`config.mk`:
```
export PLATFORM = sky130hd
export DESIGN_NAME = cyc_phase_seq
export DESIGN_NICKNAME = d
export VERILOG_FILES = /design/src/rtl/cyc_phase_pkg.sv /design/src/rtl/cyc_phase_route.sv /design/src/rtl/cyc_phase_build.sv /design/src/rtl/cyc_phase_reg.sv /design/src/rtl/cyc_phase_drive.sv /design/src/rtl/cyc_phase_seq.sv
export SDC_FILE = /design/constraint.sdc
export NUM_CORES = 1
export LEC_CHECK = 0
export BUFFER_PORTS_ARGS = -buffer_cell sky130_fd_sc_hd__buf_2
export CELL_PAD_IN_SITES_DETAIL_PLACEMENT = 1
export CELL_PAD_IN_SITES_GLOBAL_PLACEMENT = 2
export CORE_MARGIN = 1
export CORE_UTILIZATION = 22
export DETAILED_ROUTE_END_ITERATION = 10
export GPL_ROUTABILITY_DRIVEN = 0
export HOLD_SLACK_MARGIN = 0.15
export PLACE_DENSITY = 0.76
export SLEW_MARGIN = 15
export SYNTH_ARGS = -nofsm -noshare
export SYNTH_HDL_FRONTEND = slang
export SYNTH_HIERARCHICAL = 1
export SYNTH_SLANG_ARGS = --single-unit
export TNS_END_PERCENT = 50
```
`constraint.sdc`:
```
create_clock -name clk -period 1.7 [get_ports clk]
set_input_delay 0.17 -clock clk [delete_from_list [all_inputs] [get_ports clk]]
set_output_delay 0.17 -clock clk [all_outputs]
set_load 0.01 [all_outputs]
```
`src/rtl/cyc_phase_pkg.sv`:
```
package cyc_phase_pkg;

   // Fixed positions inside the state vector and the tcode output.
   localparam int unsigned T0_BIT   = 0;
   localparam int unsigned TP_BIT   = 1;
   localparam int unsigned STEP_LSB = 2;

   // Kind of transition chosen for the coming edge.
   typedef enum logic [3:0] {
      RT_ABORT_T0,   // reset seen outside T0: go to T0
      RT_ABORT_PAIR, // reset seen in a T0 state: go to T0+T+
      RT_FETCH_P,    // after a T0 cycle: T+ fetch
      RT_FETCH_1,    // after a bare-step final cycle: T1 fetch
      RT_FINAL,      // enter T0 alone
      RT_PAIR2,      // two-cycle instruction: T0+T2
      RT_FIRST,      // first execution step T2
      RT_SHIFT       // advance to the next step (last one falls into T6)
   } route_e;

endpackage

```
`src/rtl/cyc_phase_route.sv`:
```
module cyc_phase_route
   import cyc_phase_pkg::*;
#(
   parameter int unsigned STEPS = 4,
   localparam int unsigned SW   = STEPS + 3
)(
   input  logic [SW-1:0] st_i,
   input  logic          rst_n,
   input  logic          last_cyc,
   input  logic          two_cyc,
   input  logic          br_skip,
   input  logic          br_near,
   input  logic          br_far,
   output route_e        route_o
);

   localparam int unsigned CLR_BIT = STEPS + 2;

   logic             has_t0;
   logic             has_tp;
   logic             has_clr;
   logic [STEPS-1:0] steps;
   logic             in_fetch;
   logic             in_t6;
   logic             end_req;
   logic             short_br;

   assign has_t0   = st_i[T0_BIT];
   assign has_tp   = st_i[TP_BIT];
   assign has_clr  = st_i[CLR_BIT];
   assign steps    = st_i[STEP_LSB +: STEPS];
   assign in_fetch = has_tp | has_clr;
   assign in_t6    = ~has_t0 & ~in_fetch & ~(|steps);
   assign end_req  = last_cyc | br_far;
   // Branch-end strobes are qualified by the step they belong to.
   assign short_br = (br_skip & steps[0]) | (br_near & steps[1]);

   always_comb begin
      if (!rst_n) begin
         route_o = has_t0 ? RT_ABORT_PAIR : RT_ABORT_T0;
      end else if (has_t0 && has_tp) begin
         route_o = RT_FIRST;
      end else if (has_t0) begin
         route_o = RT_FETCH_P;
      end else if (in_fetch) begin
         route_o = two_cyc ? RT_PAIR2 : RT_FIRST;
      end else if (in_t6) begin
         route_o = RT_FINAL;
      end else if (end_req) begin
         route_o = RT_FINAL;
      end else if (short_br) begin
         route_o = RT_FETCH_1;
      end else begin
         route_o = RT_SHIFT;
      end
   end

endmodule

```
`src/rtl/cyc_phase_build.sv`:
```
module cyc_phase_build
   import cyc_phase_pkg::*;
#(
   parameter int unsigned STEPS = 4,
   localparam int unsigned SW   = STEPS + 3
)(
   input  route_e        route_i,
   input  logic [SW-1:0] st_i,
   output logic [SW-1:0] nxt_o
);

   localparam int unsigned CLR_BIT = STEPS + 2;

   logic [STEPS-1:0] shifted;

   // The top step drops out, leaving an all-clear T6 vector.
   assign shifted = {st_i[STEP_LSB +: STEPS-1], 1'b0};

   always_comb begin
      nxt_o = '0;
      unique case (route_i)
         RT_ABORT_T0:   nxt_o[T0_BIT] = 1'b1;
         RT_ABORT_PAIR: begin
            nxt_o[T0_BIT] = 1'b1;
            nxt_o[TP_BIT] = 1'b1;
         end
         RT_FETCH_P:    nxt_o[TP_BIT] = 1'b1;
         RT_FETCH_1:    nxt_o[CLR_BIT] = 1'b1;
         RT_FINAL:      nxt_o[T0_BIT] = 1'b1;
         RT_PAIR2: begin
            nxt_o[T0_BIT]   = 1'b1;
            nxt_o[STEP_LSB] = 1'b1;
         end
         RT_FIRST:      nxt_o[STEP_LSB] = 1'b1;
         RT_SHIFT:      nxt_o[STEP_LSB +: STEPS] = shifted;
         default:       nxt_o = '0;
      endcase
   end

endmodule

```
`src/rtl/cyc_phase_reg.sv`:
```
module cyc_phase_reg #(
   parameter int unsigned WIDTH = 7
)(
   input  logic             clk,
   input  logic [WIDTH-1:0] d,
   output logic [WIDTH-1:0] q
);

   // Reset is functional and arrives through the routing logic.
   always_ff @(posedge clk) begin
      q <= d;
   end

endmodule

```
`src/rtl/cyc_phase_drive.sv`:
```
module cyc_phase_drive
   import cyc_phase_pkg::*;
#(
   parameter int unsigned STEPS      = 4,
   parameter bit          ACTIVE_LOW = 1'b1,
   localparam int unsigned SW        = STEPS + 3,
   localparam int unsigned OW        = STEPS + 2
)(
   input  logic [SW-1:0] st_i,
   output logic [OW-1:0] tcode,
   output logic          fetch_cyc,
   output logic          blank_clr
);

   localparam int unsigned CLR_BIT = STEPS + 2;

   logic [OW-1:0] lines;

   assign lines     = st_i[OW-1:0];
   assign blank_clr = st_i[CLR_BIT];
   assign fetch_cyc = st_i[TP_BIT] | st_i[CLR_BIT];

   generate
      if (ACTIVE_LOW) begin : g_low
         assign tcode = ~lines;
      end else begin : g_high
         assign tcode = lines;
      end
   endgenerate

endmodule

```
`src/rtl/cyc_phase_seq.sv`:
```
module cyc_phase_seq
   import cyc_phase_pkg::*;
#(
   parameter int unsigned STEPS      = 4,
   parameter bit          ACTIVE_LOW = 1'b1,
   localparam int unsigned SW        = STEPS + 3,
   localparam int unsigned OW        = STEPS + 2
)(
   input  logic          clk,
   input  logic          rst_n,
   input  logic          last_cyc,
   input  logic          two_cyc,
   input  logic          br_skip,
   input  logic          br_near,
   input  logic          br_far,
   output logic [OW-1:0] tcode,
   output logic          fetch_cyc,
   output logic          blank_clr
);

   generate
      if (STEPS < 2 || STEPS > 12) begin : g_bad_steps
         $error("cyc_phase_seq: STEPS must be within 2..12");
      end
   endgenerate

   logic [SW-1:0] st_q;
   logic [SW-1:0] st_d;
   route_e        route;

   cyc_phase_route #(.STEPS(STEPS)) u_route (
      .st_i     (st_q),
      .rst_n    (rst_n),
      .last_cyc (last_cyc),
      .two_cyc  (two_cyc),
      .br_skip  (br_skip),
      .br_near  (br_near),
      .br_far   (br_far),
      .route_o  (route)
   );

   cyc_phase_build #(.STEPS(STEPS)) u_build (
      .route_i (route),
      .st_i    (st_q),
      .nxt_o   (st_d)
   );

   cyc_phase_reg #(.WIDTH(SW)) u_reg (
      .clk (clk),
      .d   (st_d),
      .q   (st_q)
   );

   cyc_phase_drive #(.STEPS(STEPS), .ACTIVE_LOW(ACTIVE_LOW)) u_drive (
      .st_i      (st_q),
      .tcode     (tcode),
      .fetch_cyc (fetch_cyc),
      .blank_clr (blank_clr)
   );

endmodule

```
==> flow_metrics.py <==
metrics = {
    "run_status": {
        "status": "complete, no violations",
    },
    "cells_and_area": {
        "final_cell_mix": "buf_2, inv_1, dfxtp_1",
        "regMostFlops": "u_reg/q",
        "final_common_cell": "buf_2",
        "drive_gt1_share_pct": 33.9,
        "nFillCells": 181,
        "nets": 64,
        "largest_reg_flops": 7,
        "top_regs": "u_reg/q x7",
        "final_util_pct": 32.1,
        "area_growth_pct": 29.5,
        "num_antenna_cells": 0,
    },
    "die": {
        "core.rowCount": 13,
        "io_pins": 15,
        "start_util_pct": 24.8,
        "die-area_sq_um": 1700,
        "die_w_um": 41.3,
        "core-area_sq_um": 1370,
        "fp.dieH_um": 41.3,
    },
    "power_and_ir_drop": {
        "clkPwrFrac_pct": 38.0,
        "total_leakage_power_nw": 0.190,
        "internal_power_w": 0.000288,
        "p_seq_share_pct": 46.8,
        "switching_share_pct": 24.3,
        "p_sw_w": 0.0000925,
        "ir_drop_mv": 0.336,
        "p_per_area_nw_per_um2": 867,
        "combPwrFrac_pct": 15.3,
    },
    "cts": {
        "h-tree-depth": 1,
        "cts_tree": "done",
        "cts_root_buf": "clkbuf_4",
        "cts_made_buffers": 3,
        "cts.sinks": 7,
        "postCtsResizedCells": 0,
        "cts_max_path_buffers": 2,
        "clk_latency_ns": 0.24,
        "clk_pin_slew_ns": 0.05,
        "ctsHoldBuffers": 0,
        "post_cts_buffers": 0,
    },
    "logic_synthesis": {
        "synth_cell_types": 20,
        "synthAdderAreaFrac_pct": 0,
        "synth_area_per_cell_sq_um": 8.48,
        "synth_compound_area_share_pct": 15.5,
        "synth_mux_area_share_pct": 0,
        "synth_fp_nets": 47,
        "ys_warn_count": 6,
        "synthXorXnorAreaFrac_pct": 5.17,
        "ys_ff_latch": 7,
        "netlist_area_sq_um": 339,
        "ys_seq_area_share_pct": 41.3,
        "netlist_instances": 40,
        "synthSimpleGateAreaFrac_pct": 24.7,
        "synth_top_family_by_area": "simple AND/OR/NAND/NOR gates",
    },
    "drt": {
        "postRouteAntennaNets": 0,
        "drc": 0,
        "via_per_inst": 4.25,
        "via_count": 302,
        "drt_iter0_markers": 2,
        "dr.pass1.iters": 3,
        "wl_um": 686,
        "wl_per_cell_um": 9.66,
    },
    "worst_hold_path": {
        "hold_path.class": "primary input to flop",
    },
    "critical_path": {
        "crit_fanout": 4,
        "reg2reg_depth": 4,
        "cp.arrival_ns": 1.72,
        "r2r_slack_ns": 0.12,
        "startpoint_type": "flop",
        "critPathCaptureType": "flop",
        "crit_required_ns": 1.84,
        "path_class": "flop to flop",
        "crit_end": "u_reg/q[4]$_DFF_P_",
        "rr_startpoint": "u_reg/q[3]$_DFF_P_",
        "reg2reg_to": "u_reg/q[4]$_DFF_P_",
        "crit_path_start": "u_reg/q[3]$_DFF_P_",
    },
    "global_routing": {
        "grt_pass1_wl_um": 966,
        "antenna_found_initial": 0,
        "track_usage_pct": 8.80,
        "overflow": 0,
        "grt_max_degree": 7,
        "grt_pass1_vias": 257,
    },
    "sta": {
        "min_period_ns": 1.58,
        "fin_crit_sh_pct": 93.2,
        "fin_skew_ns": 0.00624,
        "hold_viol": 0,
        "rsz0062_at_grt": "false",
        "tns_ns": 0,
        "fmax_mhz": 631,
        "slew_violations": 0,
        "setup_viol": 0,
    },
    "placed_design": {
        "post-dp-hpwl_um": 578,
        "port_buffers": 14,
    },
    "run": {
        "maxCapViolCount": 0,
    },
}
==> worst min-delay path by stage <==
stage,start,to,slack [ns],cells after the start
after detailed placement,u_reg/q[4]$_DFF_P_,u_reg/q[5]$_DFF_P_,0.49,1
after global placement,u_reg/q[4]$_DFF_P_,u_reg/q[5]$_DFF_P_,0.49,1
after CTS,rst_n,u_reg/q[0]$_DFF_P_,0.32,3
after global routing,rst_n,u_reg/q[0]$_DFF_P_,0.34,3
final,rst_n,u_reg/q[0]$_DFF_P_,0.32,3
after floorplan,rst_n,u_reg/q[0]$_DFF_P_,0.41,2
==> power groups by stage <==
stage | clock network [W] | logic, W | registers (W)
after floorplan | 0 | 0.0000400 | 0.000180
after global placement | 0 | 0.0000585 | 0.000182
final | 0.000144 | 0.0000582 | 0.000178
after CTS | 0.000152 | 0.0000588 | 0.000178
after global routing | 0.000161 | 0.0000665 | 0.000179
after detailed placement | 0 | 0.0000585 | 0.000182
==> routing by layer <==
layer	up-vias	track usage, %	part of all wire [%]
met3	0	1.63	6.3
met4	0	4.84	0
li1	161	-	-
met5	-	0	0
met2	9	14.8	46
met1	132	10.3	48
==> logic make-up (layout without fill, tap and decap cells) <==
| group | after synthesis | in the layout |
|---|---|---|
| buffers and inverters | 9 | 25 |
| other | 1 | 1 |
| DFF | 7 | 7 |
| and+or+nand+nor | 14 | 14 |
| AOI/OAI and AO/OA | 7 | 7 |
| xor gates and xnor gates | 2 | 2 |
==> Yosys cell counts <==
cell type / count / share of area, %
dfxtp_1: 7 / 41
buf_4: 2 / 4.4
conb_1: 1 / 1.1
xnor2_1: 1 / 2.6
a21oi_1: 1 / 1.5
or2_1: 1 / 1.8
nor3_1: 2 / 3.0
nor4_2: 1 / 3.7
o31a_1: 1 / 2.6
a22o_2: 1 / 3.0
nor3b_1: 1 / 2.2
and4b_1: 1 / 3.0
o41a_1: 1 / 3.3
xor2_1: 1 / 2.6
and2_1: 3 / 5.5
o21ai_0: 2 / 3.0
nand2_1: 2 / 2.2
inv_1: 7 / 7.8
o21a_1: 1 / 2.2
nor2_1: 3 / 3.3
==> area by class of cell <==
class | instances | area [sq um] | share of cell area [%]
multi-input cells | 24 | 158 | 35.9
repair buffers | 14 | 70.1 | 16.0
clock buffers | 4 | 26.3 | 5.98
inverters | 7 | 26.3 | 5.98
flip-flops and latches | 7 | 140 | 31.9
well taps | 15 | 18.8 | 4.27
==> metrics by stage <==
step           total power [W]  hold slack, ns  instance area (sq um)  cells  worst slack [ns]
2_1_floorplan         0.000220           0.413                    339     40             0.194
3_3_place_gp          0.000240           0.490                    413     67             0.132
3_5_place_dp          0.000240           0.491                    413     67             0.122
4_1_cts               0.000389           0.320                    439     71             0.107
5_1_grt               0.000407           0.340                    439     71            0.0203
6_report              0.000381           0.325                    439     71             0.116
==> critical path: stages, from the launching register on <==
cell and delay (ns):
dfxtp_1 0.33, o41a_1 0.44, o31a_1 0.33, and4b_1 0.22
and2_1 0.16
No activity file was read; power rests on OpenSTA's default activity.
